## src/rtl/alu_pkg.sv

```systemverilog
package alu_pkg;

    localparam int BYTE_W   = 8;
    localparam int HALF_W   = 16;
    localparam int N_BYTE   = 4;
    localparam int N_HALF   = 2;
    localparam int N_SLICE  = N_BYTE + N_HALF;
    localparam int DATA_W   = N_BYTE * BYTE_W + N_HALF * HALF_W;
    localparam int BPTR_W   = $clog2(N_BYTE);
    localparam int HPTR_W   = $clog2(N_HALF);

    typedef enum logic [2:0] {
        OP_ADD = 3'd0,
        OP_SUB = 3'd1,
        OP_AND = 3'd2,
        OP_OR  = 3'd3,
        OP_XOR = 3'd4
    } alu_op_e;

    typedef enum logic [1:0] {
        WD_8  = 2'd0,
        WD_16 = 2'd1,
        WD_32 = 2'd2,
        WD_64 = 2'd3
    } width_e;

    typedef enum logic {
        GRP_BYTES  = 1'b0,
        GRP_HALVES = 1'b1
    } grp32_e;

endpackage

```

## src/rtl/ks_slice.sv

```systemverilog
module ks_slice
    import alu_pkg::*;
#(
    parameter int W = 8
) (
    input  logic         en_i,
    input  logic [W-1:0] a_i,
    input  logic [W-1:0] b_i,
    input  logic         cin_i,
    input  logic [2:0]   op_i,
    output logic [W-1:0] res_o,
    output logic         co_o
);

    logic         is_sub;
    logic         is_logic;
    logic [W-1:0] a_g;
    logic [W-1:0] b_g;
    logic [W-1:0] b_arith;
    logic         c_g;
    logic [W-1:0] gen;
    logic [W-1:0] prp;
    logic [W-1:0] g_cur;
    logic [W-1:0] p_cur;
    logic [W-1:0] g_nxt;
    logic [W-1:0] p_nxt;
    logic [W-1:0] carries;
    logic [W-1:0] sum;

    assign is_sub   = (op_i == OP_SUB);
    assign is_logic = (op_i == OP_AND) || (op_i == OP_OR) || (op_i == OP_XOR);

    // gated slice: a disabled slice sees only zeros
    assign a_g     = en_i ? a_i : '0;
    assign b_g     = en_i ? b_i : '0;
    assign b_arith = is_sub ? ~b_g : b_g;
    assign c_g     = en_i & cin_i;

    assign gen = a_g & b_arith;
    assign prp = a_g ^ b_arith;

    // parallel-prefix carry network, span doubles each level
    always_comb begin
        g_cur    = gen;
        p_cur    = prp;
        g_cur[0] = gen[0] | (prp[0] & c_g);
        g_nxt    = g_cur;
        p_nxt    = p_cur;
        for (int d = 1; d < W; d = d * 2) begin
            g_nxt = g_cur;
            p_nxt = p_cur;
            for (int i = 0; i < W; i++) begin
                if (i >= d) begin
                    g_nxt[i] = g_cur[i] | (p_cur[i] & g_cur[i-d]);
                    p_nxt[i] = p_cur[i] & p_cur[i-d];
                end
            end
            g_cur = g_nxt;
            p_cur = p_nxt;
        end
    end

    assign carries = {g_cur[W-2:0], c_g};
    assign sum     = prp ^ carries;

    always_comb begin
        unique case (op_i)
            OP_AND:  res_o = a_g & b_g;
            OP_OR:   res_o = a_g | b_g;
            OP_XOR:  res_o = a_g ^ b_g;
            default: res_o = sum;
        endcase
        co_o = is_logic ? 1'b0 : g_cur[W-1];
    end

endmodule

```

## src/rtl/rr_alloc.sv

```systemverilog
module rr_alloc
    import alu_pkg::*;
(
    input  logic              clk,
    input  logic              rst_n,
    input  logic              valid_i,
    input  logic [1:0]        width_i,
    output logic [BPTR_W-1:0] byte_ptr_o,
    output logic [HPTR_W-1:0] half_ptr_o,
    output grp32_e            grp_o,
    output logic [N_SLICE-1:0] gate_o
);

    logic [BPTR_W-1:0] byte_ptr_q;
    logic [HPTR_W-1:0] half_ptr_q;
    grp32_e            grp_q;
    grp32_e            grp_d;
    width_e            wd;

    assign wd = width_e'(width_i);

    always_comb begin
        grp_d = grp_q;
        if (valid_i && wd == WD_32) begin
            unique case (grp_q)
                GRP_BYTES:  grp_d = GRP_HALVES;
                GRP_HALVES: grp_d = GRP_BYTES;
            endcase
        end
    end

    // state register
    always_ff @(posedge clk) begin
        if (!rst_n) begin
            byte_ptr_q <= '0;
            half_ptr_q <= '0;
            grp_q      <= GRP_BYTES;
        end else begin
            grp_q <= grp_d;
            if (valid_i && wd == WD_8)  byte_ptr_q <= byte_ptr_q + 1'b1;
            if (valid_i && wd == WD_16) half_ptr_q <= half_ptr_q + 1'b1;
        end
    end

    // outputs
    always_comb begin
        gate_o = '0;
        if (valid_i) begin
            unique case (wd)
                WD_8:  gate_o[byte_ptr_q] = 1'b1;
                WD_16: gate_o[N_BYTE + int'(half_ptr_q)] = 1'b1;
                WD_32: gate_o = (grp_q == GRP_BYTES) ?
                                {{N_HALF{1'b0}}, {N_BYTE{1'b1}}} :
                                {{N_HALF{1'b1}}, {N_BYTE{1'b0}}};
                WD_64: gate_o = '1;
            endcase
        end
    end

    assign byte_ptr_o = byte_ptr_q;
    assign half_ptr_o = half_ptr_q;
    assign grp_o      = grp_q;

    assert_byte_rotate_R3: assert property (@(posedge clk) disable iff (!rst_n)
        (valid_i && wd == WD_8) |=> byte_ptr_q == BPTR_W'($past(byte_ptr_q) + 1'b1));

    assert_half_alternate_R4: assert property (@(posedge clk) disable iff (!rst_n)
        (valid_i && wd == WD_16) |=> half_ptr_q != $past(half_ptr_q));

    assert_group_toggle_R5: assert property (@(posedge clk) disable iff (!rst_n)
        (valid_i && wd == WD_32) |=> grp_q != $past(grp_q));

    assert_byte_hold_R7: assert property (@(posedge clk) disable iff (!rst_n)
        !(valid_i && wd == WD_8) |=> $stable(byte_ptr_q));

    assert_half_hold_R7: assert property (@(posedge clk) disable iff (!rst_n)
        !(valid_i && wd == WD_16) |=> $stable(half_ptr_q));

    assert_group_hold_R7: assert property (@(posedge clk) disable iff (!rst_n)
        !(valid_i && wd == WD_32) |=> $stable(grp_q));

endmodule

```

## src/rtl/nbti_slice_alu.sv

```systemverilog
module nbti_slice_alu
    import alu_pkg::*;
(
    input  logic              clk,
    input  logic              rst_n,
    input  logic              op_valid,
    input  logic [DATA_W-1:0] opnd_a,
    input  logic [DATA_W-1:0] opnd_b,
    input  logic [2:0]        opcode,
    input  logic [1:0]        width_sel,
    output logic              res_valid,
    output logic [DATA_W-1:0] result,
    output logic              carry_out,
    output logic [N_SLICE-1:0] slice_gate
);

    localparam int BYTES_W = N_BYTE * BYTE_W;

    logic [BPTR_W-1:0]  byte_ptr;
    logic [HPTR_W-1:0]  half_ptr;
    grp32_e             grp;
    logic [N_SLICE-1:0] gate;
    width_e             wd;
    logic               cin0;

    logic [N_BYTE-1:0][BYTE_W-1:0] a_b, b_b, sum_b;
    logic [N_HALF-1:0][HALF_W-1:0] a_h, b_h, sum_h;
    logic [N_BYTE-1:0] start_b, chain_b, co_b;
    logic [N_HALF-1:0] start_h, chain_h, co_h;

    logic [DATA_W-1:0] res_d;
    logic              co_d;

    assign wd   = width_e'(width_sel);
    assign cin0 = (opcode == OP_SUB);

    rr_alloc u_alloc (
        .clk        (clk),
        .rst_n      (rst_n),
        .valid_i    (op_valid),
        .width_i    (width_sel),
        .byte_ptr_o (byte_ptr),
        .half_ptr_o (half_ptr),
        .grp_o      (grp),
        .gate_o     (gate)
    );

    // operand routing and carry chaining
    always_comb begin
        a_b = '0; b_b = '0; start_b = '0; chain_b = '0;
        a_h = '0; b_h = '0; start_h = '0; chain_h = '0;
        unique case (wd)
            WD_8: begin
                a_b[byte_ptr]     = opnd_a[BYTE_W-1:0];
                b_b[byte_ptr]     = opnd_b[BYTE_W-1:0];
                start_b[byte_ptr] = cin0;
            end
            WD_16: begin
                a_h[half_ptr]     = opnd_a[HALF_W-1:0];
                b_h[half_ptr]     = opnd_b[HALF_W-1:0];
                start_h[half_ptr] = cin0;
            end
            WD_32: begin
                if (grp == GRP_BYTES) begin
                    a_b = opnd_a[BYTES_W-1:0];
                    b_b = opnd_b[BYTES_W-1:0];
                    start_b[0] = cin0;
                    chain_b    = {{(N_BYTE-1){1'b1}}, 1'b0};
                end else begin
                    a_h = opnd_a[N_HALF*HALF_W-1:0];
                    b_h = opnd_b[N_HALF*HALF_W-1:0];
                    start_h[0] = cin0;
                    chain_h    = {{(N_HALF-1){1'b1}}, 1'b0};
                end
            end
            WD_64: begin
                a_b = opnd_a[BYTES_W-1:0];
                b_b = opnd_b[BYTES_W-1:0];
                a_h = opnd_a[DATA_W-1:BYTES_W];
                b_h = opnd_b[DATA_W-1:BYTES_W];
                start_b[0] = cin0;
                chain_b    = {{(N_BYTE-1){1'b1}}, 1'b0};
                chain_h    = '1;
            end
        endcase
    end

    for (genvar k = 0; k < N_BYTE; k++) begin : g_byte
        logic              cin;
        logic              co;
        logic [BYTE_W-1:0] sum;
        if (k == 0) begin : g_first
            assign cin = start_b[k];
        end else begin : g_next
            assign cin = chain_b[k] ? g_byte[k-1].co : start_b[k];
        end
        ks_slice #(.W(BYTE_W)) u_slice (
            .en_i  (gate[k]),
            .a_i   (a_b[k]),
            .b_i   (b_b[k]),
            .cin_i (cin),
            .op_i  (opcode),
            .res_o (sum),
            .co_o  (co)
        );
        assign sum_b[k] = sum;
        assign co_b[k]  = co;
    end

    for (genvar h = 0; h < N_HALF; h++) begin : g_half
        logic              cin;
        logic              co;
        logic [HALF_W-1:0] sum;
        if (h == 0) begin : g_first
            assign cin = chain_h[h] ? g_byte[N_BYTE-1].co : start_h[h];
        end else begin : g_next
            assign cin = chain_h[h] ? g_half[h-1].co : start_h[h];
        end
        ks_slice #(.W(HALF_W)) u_slice (
            .en_i  (gate[N_BYTE + h]),
            .a_i   (a_h[h]),
            .b_i   (b_h[h]),
            .cin_i (cin),
            .op_i  (opcode),
            .res_o (sum),
            .co_o  (co)
        );
        assign sum_h[h] = sum;
        assign co_h[h]  = co;
    end

    // result assembly, zero-extended above the width
    always_comb begin
        res_d = '0;
        co_d  = 1'b0;
        unique case (wd)
            WD_8: begin
                res_d[BYTE_W-1:0] = sum_b[byte_ptr];
                co_d              = co_b[byte_ptr];
            end
            WD_16: begin
                res_d[HALF_W-1:0] = sum_h[half_ptr];
                co_d              = co_h[half_ptr];
            end
            WD_32: begin
                if (grp == GRP_BYTES) begin
                    res_d[BYTES_W-1:0] = sum_b;
                    co_d               = co_b[N_BYTE-1];
                end else begin
                    res_d[N_HALF*HALF_W-1:0] = sum_h;
                    co_d                     = co_h[N_HALF-1];
                end
            end
            WD_64: begin
                res_d = {sum_h, sum_b};
                co_d  = co_h[N_HALF-1];
            end
        endcase
    end

    always_ff @(posedge clk) begin
        if (!rst_n) begin
            res_valid  <= 1'b0;
            result     <= '0;
            carry_out  <= 1'b0;
            slice_gate <= '0;
        end else begin
            res_valid  <= op_valid;
            slice_gate <= gate;
            if (op_valid) begin
                result    <= res_d;
                carry_out <= co_d;
            end
        end
    end

    assert_idle_gates_off_R2: assert property (@(posedge clk) disable iff (!rst_n)
        !op_valid |=> slice_gate == '0);

    assert_byte_single_R3: assert property (@(posedge clk) disable iff (!rst_n)
        (op_valid && wd == WD_8) |=>
            ($countones(slice_gate) == 1 && slice_gate[N_SLICE-1:N_BYTE] == '0));

    assert_half_single_R4: assert property (@(posedge clk) disable iff (!rst_n)
        (op_valid && wd == WD_16) |=>
            ($countones(slice_gate) == 1 && slice_gate[N_BYTE-1:0] == '0));

    assert_full_gate_R6: assert property (@(posedge clk) disable iff (!rst_n)
        (op_valid && wd == WD_64) |=> slice_gate == '1);

    assert_logic_no_carry_R9: assert property (@(posedge clk) disable iff (!rst_n)
        (op_valid && (opcode == OP_AND || opcode == OP_OR || opcode == OP_XOR))
            |=> !carry_out);

    assert_zero_ext_byte_R10: assert property (@(posedge clk) disable iff (!rst_n)
        (op_valid && wd == WD_8) |=> result[DATA_W-1:BYTE_W] == '0);

    assert_zero_ext_half_R10: assert property (@(posedge clk) disable iff (!rst_n)
        (op_valid && wd == WD_16) |=> result[DATA_W-1:HALF_W] == '0);

    assert_valid_follow_R11: assert property (@(posedge clk) disable iff (!rst_n)
        1'b1 |=> res_valid == $past(op_valid));

endmodule

```

## config.mk

```make
export PLATFORM = sky130hd
export DESIGN_NAME = nbti_slice_alu
export DESIGN_NICKNAME = d
export VERILOG_FILES = /design/src/rtl/alu_pkg.sv /design/src/rtl/ks_slice.sv /design/src/rtl/rr_alloc.sv /design/src/rtl/nbti_slice_alu.sv
export SDC_FILE = /design/constraint.sdc
export NUM_CORES = 1
export LEC_CHECK = 0
export ABC_AREA = 1
export BUFFER_PORTS_ARGS = -buffer_cell sky130_fd_sc_hd__clkbuf_2
export CAP_MARGIN = 20
export CORE_ASPECT_RATIO = 1.25
export CORE_MARGIN = 2
export CORE_UTILIZATION = 46
export CTS_BUF_LIST = sky130_fd_sc_hd__clkbuf_8
export DETAILED_ROUTE_END_ITERATION = 6
export MAX_ROUTING_LAYER = met4
export PLACE_DENSITY = 0.7
export SYNTH_ARGS = -nofsm -noshare
export SYNTH_HDL_FRONTEND = slang
export SYNTH_HIERARCHICAL = 1
export SYNTH_SLANG_ARGS = --single-unit
export TNS_END_PERCENT = 5
```

## constraint.sdc

```tcl
create_clock -name clk -period 33.3 [get_ports clk]
set_input_delay 1.665 -clock clk [delete_from_list [all_inputs] [get_ports clk]]
set_output_delay 1.665 -clock clk [all_outputs]
set_load 0.005 [all_outputs]
```

==> impl_results.html <==
<table>
<tr><th>Metric</th><th>Value</th></tr>
<tr><th colspan="2">Run status</th></tr>
<tr><td>Status</td><td>completed</td></tr>
<tr><th colspan="2">Power</th></tr>
<tr><td>Worst VDD drop</td><td>0.02014 mV</td></tr>
<tr><td>Standby leakage power</td><td>0.009928 uW</td></tr>
<tr><td>Clock share of power</td><td>0.256</td></tr>
<tr><td>PnR Total Power</td><td>325.5 uW</td></tr>
<tr><td>Cell Int Power</td><td>173.1 uW</td></tr>
<tr><td>Pwr/cell area</td><td>20.11 nW/um^2</td></tr>
<tr><td>Part of the total power dissipated in combinational logic</td><td>0.447</td></tr>
<tr><td>Switching Share</td><td>0.4684</td></tr>
<tr><td>Psw</td><td>152.5 uW</td></tr>
<tr><td>Sequential fraction of design power</td><td>0.297</td></tr>
<tr><th colspan="2">Finish</th></tr>
<tr><td>Sequential cell area in the final layout</td><td>1521 um^2</td></tr>
<tr><td>Highest-count cells in the layout ignoring fill and taps</td><td>nand2_1 (924), inv_1 (462), clkbuf_2 (207)</td></tr>
<tr><td>Area of the multi-input gates</td><td>10960 um^2</td></tr>
<tr><td>Layout overhead on the synthesized area</td><td>8.843%</td></tr>
<tr><td>Proportion of layout cells with a drive suffix above 1</td><td>0.1107</td></tr>
<tr><td>Most common cell after layout, fill and taps aside</td><td>nand2_1</td></tr>
<tr><td>Fin util</td><td>0.5092</td></tr>
<tr><td>Antenna fix cells</td><td>0</td></tr>
<tr><td>Count of filler cells inserted in the layout</td><td>about 3600</td></tr>
<tr><td>Final layout net count</td><td>~3100</td></tr>
<tr><th colspan="2">Floorplan</th></tr>
<tr><td>Core Region</td><td>31790 um^2</td></tr>
<tr><td>Initial standard-cell utilization of the core</td><td>0.4678</td></tr>
<tr><td>Die area</td><td>33790 um^2</td></tr>
<tr><td>Rows</td><td>73</td></tr>
<tr><td>Die width</td><td>164.8 um</td></tr>
<tr><td>I/O pin count</td><td>~210</td></tr>
<tr><td>Vert. Die Dim</td><td>205.0 um</td></tr>
<tr><th colspan="2">Timing</th></tr>
<tr><td>Maximum clock frequency</td><td>72.33 MHz</td></tr>
<tr><td>RSZ-0062 raised after global routing</td><td>no</td></tr>
<tr><td>Final-layout setup total negative slack</td><td>0 ps</td></tr>
<tr><td>Final min period</td><td>13820 ps</td></tr>
<tr><td>Max-slew headroom</td><td>0.3824</td></tr>
<tr><td>Worst hold slack after final layout</td><td>between 400 and 500 ps</td></tr>
<tr><td>Max Clock Skew</td><td>12.02 ps</td></tr>
<tr><td>Actual transition at the worst max-transition pin</td><td>between 900 and 1000 ps</td></tr>
<tr><td>Share of the clock period used by the worst path</td><td>0.4152</td></tr>
<tr><td>Number of slew-limit violations in the final report</td><td>0</td></tr>
<tr><td>Final hold violation count</td><td>0</td></tr>
<tr><td>Setup violators final</td><td>0</td></tr>
<tr><th colspan="2">Clocking</th></tr>
<tr><td>Master cell of the clock root buffer</td><td>clkbuf_8</td></tr>
<tr><td>Latest clock arrival within the worst-skew pair</td><td>approximately 420 ps</td></tr>
<tr><td>H-Tree Depth</td><td>3</td></tr>
<tr><td>Hold bufs inserted after CTS</td><td>0</td></tr>
<tr><td>Clock tree from TritonCTS</td><td>built</td></tr>
<tr><td>Buffers inserted by post-CTS timing repair</td><td>0</td></tr>
<tr><td>Number of buffers created by CTS</td><td>9</td></tr>
<tr><td>Clock slew at the register clock pins of the worst setup and hold paths</td><td>100 ps</td></tr>
<tr><td>Clock sink count</td><td>76</td></tr>
<tr><td>Maximum clock path buffer count</td><td>2</td></tr>
<tr><td>Number of cells upsized or downsized after cts</td><td>0</td></tr>
<tr><th colspan="2">Placed design</th></tr>
<tr><td>Port Buf Inserts</td><td>roughly 210</td></tr>
<tr><td>Gp weighted congestion</td><td>1.062</td></tr>
<tr><td>Detail Placement HPWL</td><td>50630 um</td></tr>
<tr><th colspan="2">Hold path</th></tr>
<tr><td>Hold/Removal Path Class</td><td>reg2reg</td></tr>
<tr><td>Worst Hold Depth</td><td>2</td></tr>
<tr><th colspan="2">Route</th></tr>
<tr><td>Total via count after detailed routing</td><td>17270</td></tr>
<tr><td>Antenna Violating Nets Remaining</td><td>0</td></tr>
<tr><td>Post-route DRC</td><td>0</td></tr>
<tr><td>Routed len/inst</td><td>~20 um</td></tr>
<tr><td>First-pass DRT Iterations</td><td>7</td></tr>
<tr><td>Initial DRC count</td><td>1775</td></tr>
<tr><td>Total Routed Length</td><td>62520 um</td></tr>
<tr><td>Vias per cell</td><td>5.471</td></tr>
<tr><th colspan="2">Critical path</th></tr>
<tr><td>Data arrival time of the worst path</td><td>14110 ps</td></tr>
<tr><td>Critical path capture point type</td><td>register</td></tr>
<tr><td>Slowest library cell on the worst path</td><td>buf_4</td></tr>
<tr><td>Data required time at the worst endpoint</td><td>33590 ps</td></tr>
<tr><td>Setup crit start kind</td><td>input pin</td></tr>
<tr><td>Count of cells along the worst register-to-register path</td><td>78</td></tr>
<tr><td>CP peak stage delay</td><td>610 ps</td></tr>
<tr><td>WS Path Type</td><td>in2reg</td></tr>
<tr><td>Maximum net fanout on the critical path</td><td>73</td></tr>
<tr><td>Library cell appearing most often on the critical path</td><td>nand2_1</td></tr>
<tr><th colspan="2">Logic synthesis</th></tr>
<tr><td>Most area-consuming cells after synthesis</td><td>nand2_1 (23%), ha_1 (16%), inv_1 (12%), dfxtp_1 (10%), a21oi_1 (4.7%)</td></tr>
<tr><td>Number of enable-type register cells in the synthesized netlist</td><td>0</td></tr>
<tr><td>Total number of yosys warnings</td><td>6</td></tr>
<tr><td>Post-synthesis cell type count</td><td>46</td></tr>
<tr><td>Async S/R FF share, synth</td><td>0</td></tr>
<tr><td>Average cell area after synthesis</td><td>5.693 um^2</td></tr>
<tr><td>Post-Syn Area</td><td>14870 um^2</td></tr>
<tr><td>Net count after synthesis</td><td>2955</td></tr>
<tr><td>Cell count after synthesis</td><td>2612</td></tr>
<tr><td>Most area-hungry cell type in the Yosys netlist</td><td>nand2_1</td></tr>
<tr><td>Leading register cell type out of synthesis</td><td>dfxtp_1</td></tr>
<tr><td>Number of flip-flops and latches in the synthesized netlist</td><td>76</td></tr>
<tr><td>Area share of the leading cell type in the synthesized netlist</td><td>0.2332</td></tr>
<tr><td>Share of the yosys chip area belonging to registers</td><td>0.1023</td></tr>
<tr><th colspan="2">Global routing</th></tr>
<tr><td>Vias in the first global route</td><td>16400</td></tr>
<tr><td>Gr usage total</td><td>0.3789</td></tr>
<tr><td>First-pass GRT wire length</td><td>93610 um</td></tr>
<tr><td>Largest net degree at the start of global routing</td><td>74</td></tr>
<tr><td>Total congestion overflow</td><td>0</td></tr>
<tr><td>Initial antenna violation count</td><td>0</td></tr>
<tr><th colspan="2">Job</th></tr>
<tr><td>Max-cap violations</td><td>0</td></tr>
</table>
-- metrics by stage --
stage	setup slack [ps]	area, um^2	cells
after global routing	18380	16190	3157
after detailed placement	19210	15970	3141
after global placement	19450	15970	3141
after CTS	19620	16190	3157
final	19480	16190	3157
after floorplan	21530	14870	2612
-- flip-flops by register name (all words and copies together) (netlist names) --
register / count
slice_gate: 6
u_alloc/half_ptr_o: 1
result: 64
u_alloc/byte_ptr_o: 2
res_valid: 1
carry_out: 1
u_alloc/grp_o: 1
-- area by class of cell --
type                    instances  share of cell area
well taps                     412             0.03185
clock inverters                 7            0.005566
multi-input cells            1946              0.6772
flip-flops and latches         76             0.09400
clock buffers                   9            0.007653
repair buffers                220             0.07004
inverters                     487              0.1137
-- critical path, delay by kind of cell --
family,cells,cell delay (ps)
compound gates,14,1890
xor+xnor,1,100
fa+ha+maj,12,4860
buf+inv,16,2420
simple gates,35,3150
-- cell usage after synthesis (25+ instances only) --
cell type  count
nor2_1       166
ha_1         195
inv_1        464
dfxtp_1       76
a221oi_1      25
clkbuf_1      26
xor2_1        74
a21oi_1      139
nand3_1      133
nand2_1      924
buf_2         41
a22oi_1       49
o21ai_0       82
-- kinds of logic (layout without fill, tap and decap cells) --
| family | after synthesis | in the layout | share of synthesized area |
|---|---|---|---|
| AOI/OAI and AO/OA | 361 | 361 | 0.1504 |
| adders and majority gates | 207 | 207 | 0.1802 |
| xor gates and xnor gates | 79 | 79 | 0.04653 |
| DFF | 76 | 76 | 0.1023 |
| and+or+nand+nor | 1299 | 1299 | 0.3584 |
| buffers and inverters | 590 | 723 | 0.1621 |
-- final timing paths --
check / start / to / slack, ps
worst min-delay path: result[32] / result[32] / 470
worst min register to register: result[32] / result[32] / 470
worst max register to register: u_alloc/byte_ptr_o[0] / result[6] / 20640
worst max-delay path: op_valid / result[6] / 19480
-- power by group through the flow --
stage               sequential, uW  combinational (uW)  clock (uW)
global placement              98.7                 140           0
finish                        96.7                 146        83.2
global route                  96.9                 159        86.9
detailed placement            98.7                 142           0
floorplan                     97.4                91.7           0
CTS                           96.6                 142        84.5
-- metal layers --
layer | track usage | vias to the layer above | wire, um
met3 | 0.04434 | 192 | 4620
li1 | - | 8396 | -
met4 | 0.2208 | 0 | 4215
met2 | 0.6053 | 773 | 28450
met1 | 0.4585 | 7910 | 25230
met5 | - | - | 0
No activity file was read; power rests on OpenSTA's default activity.
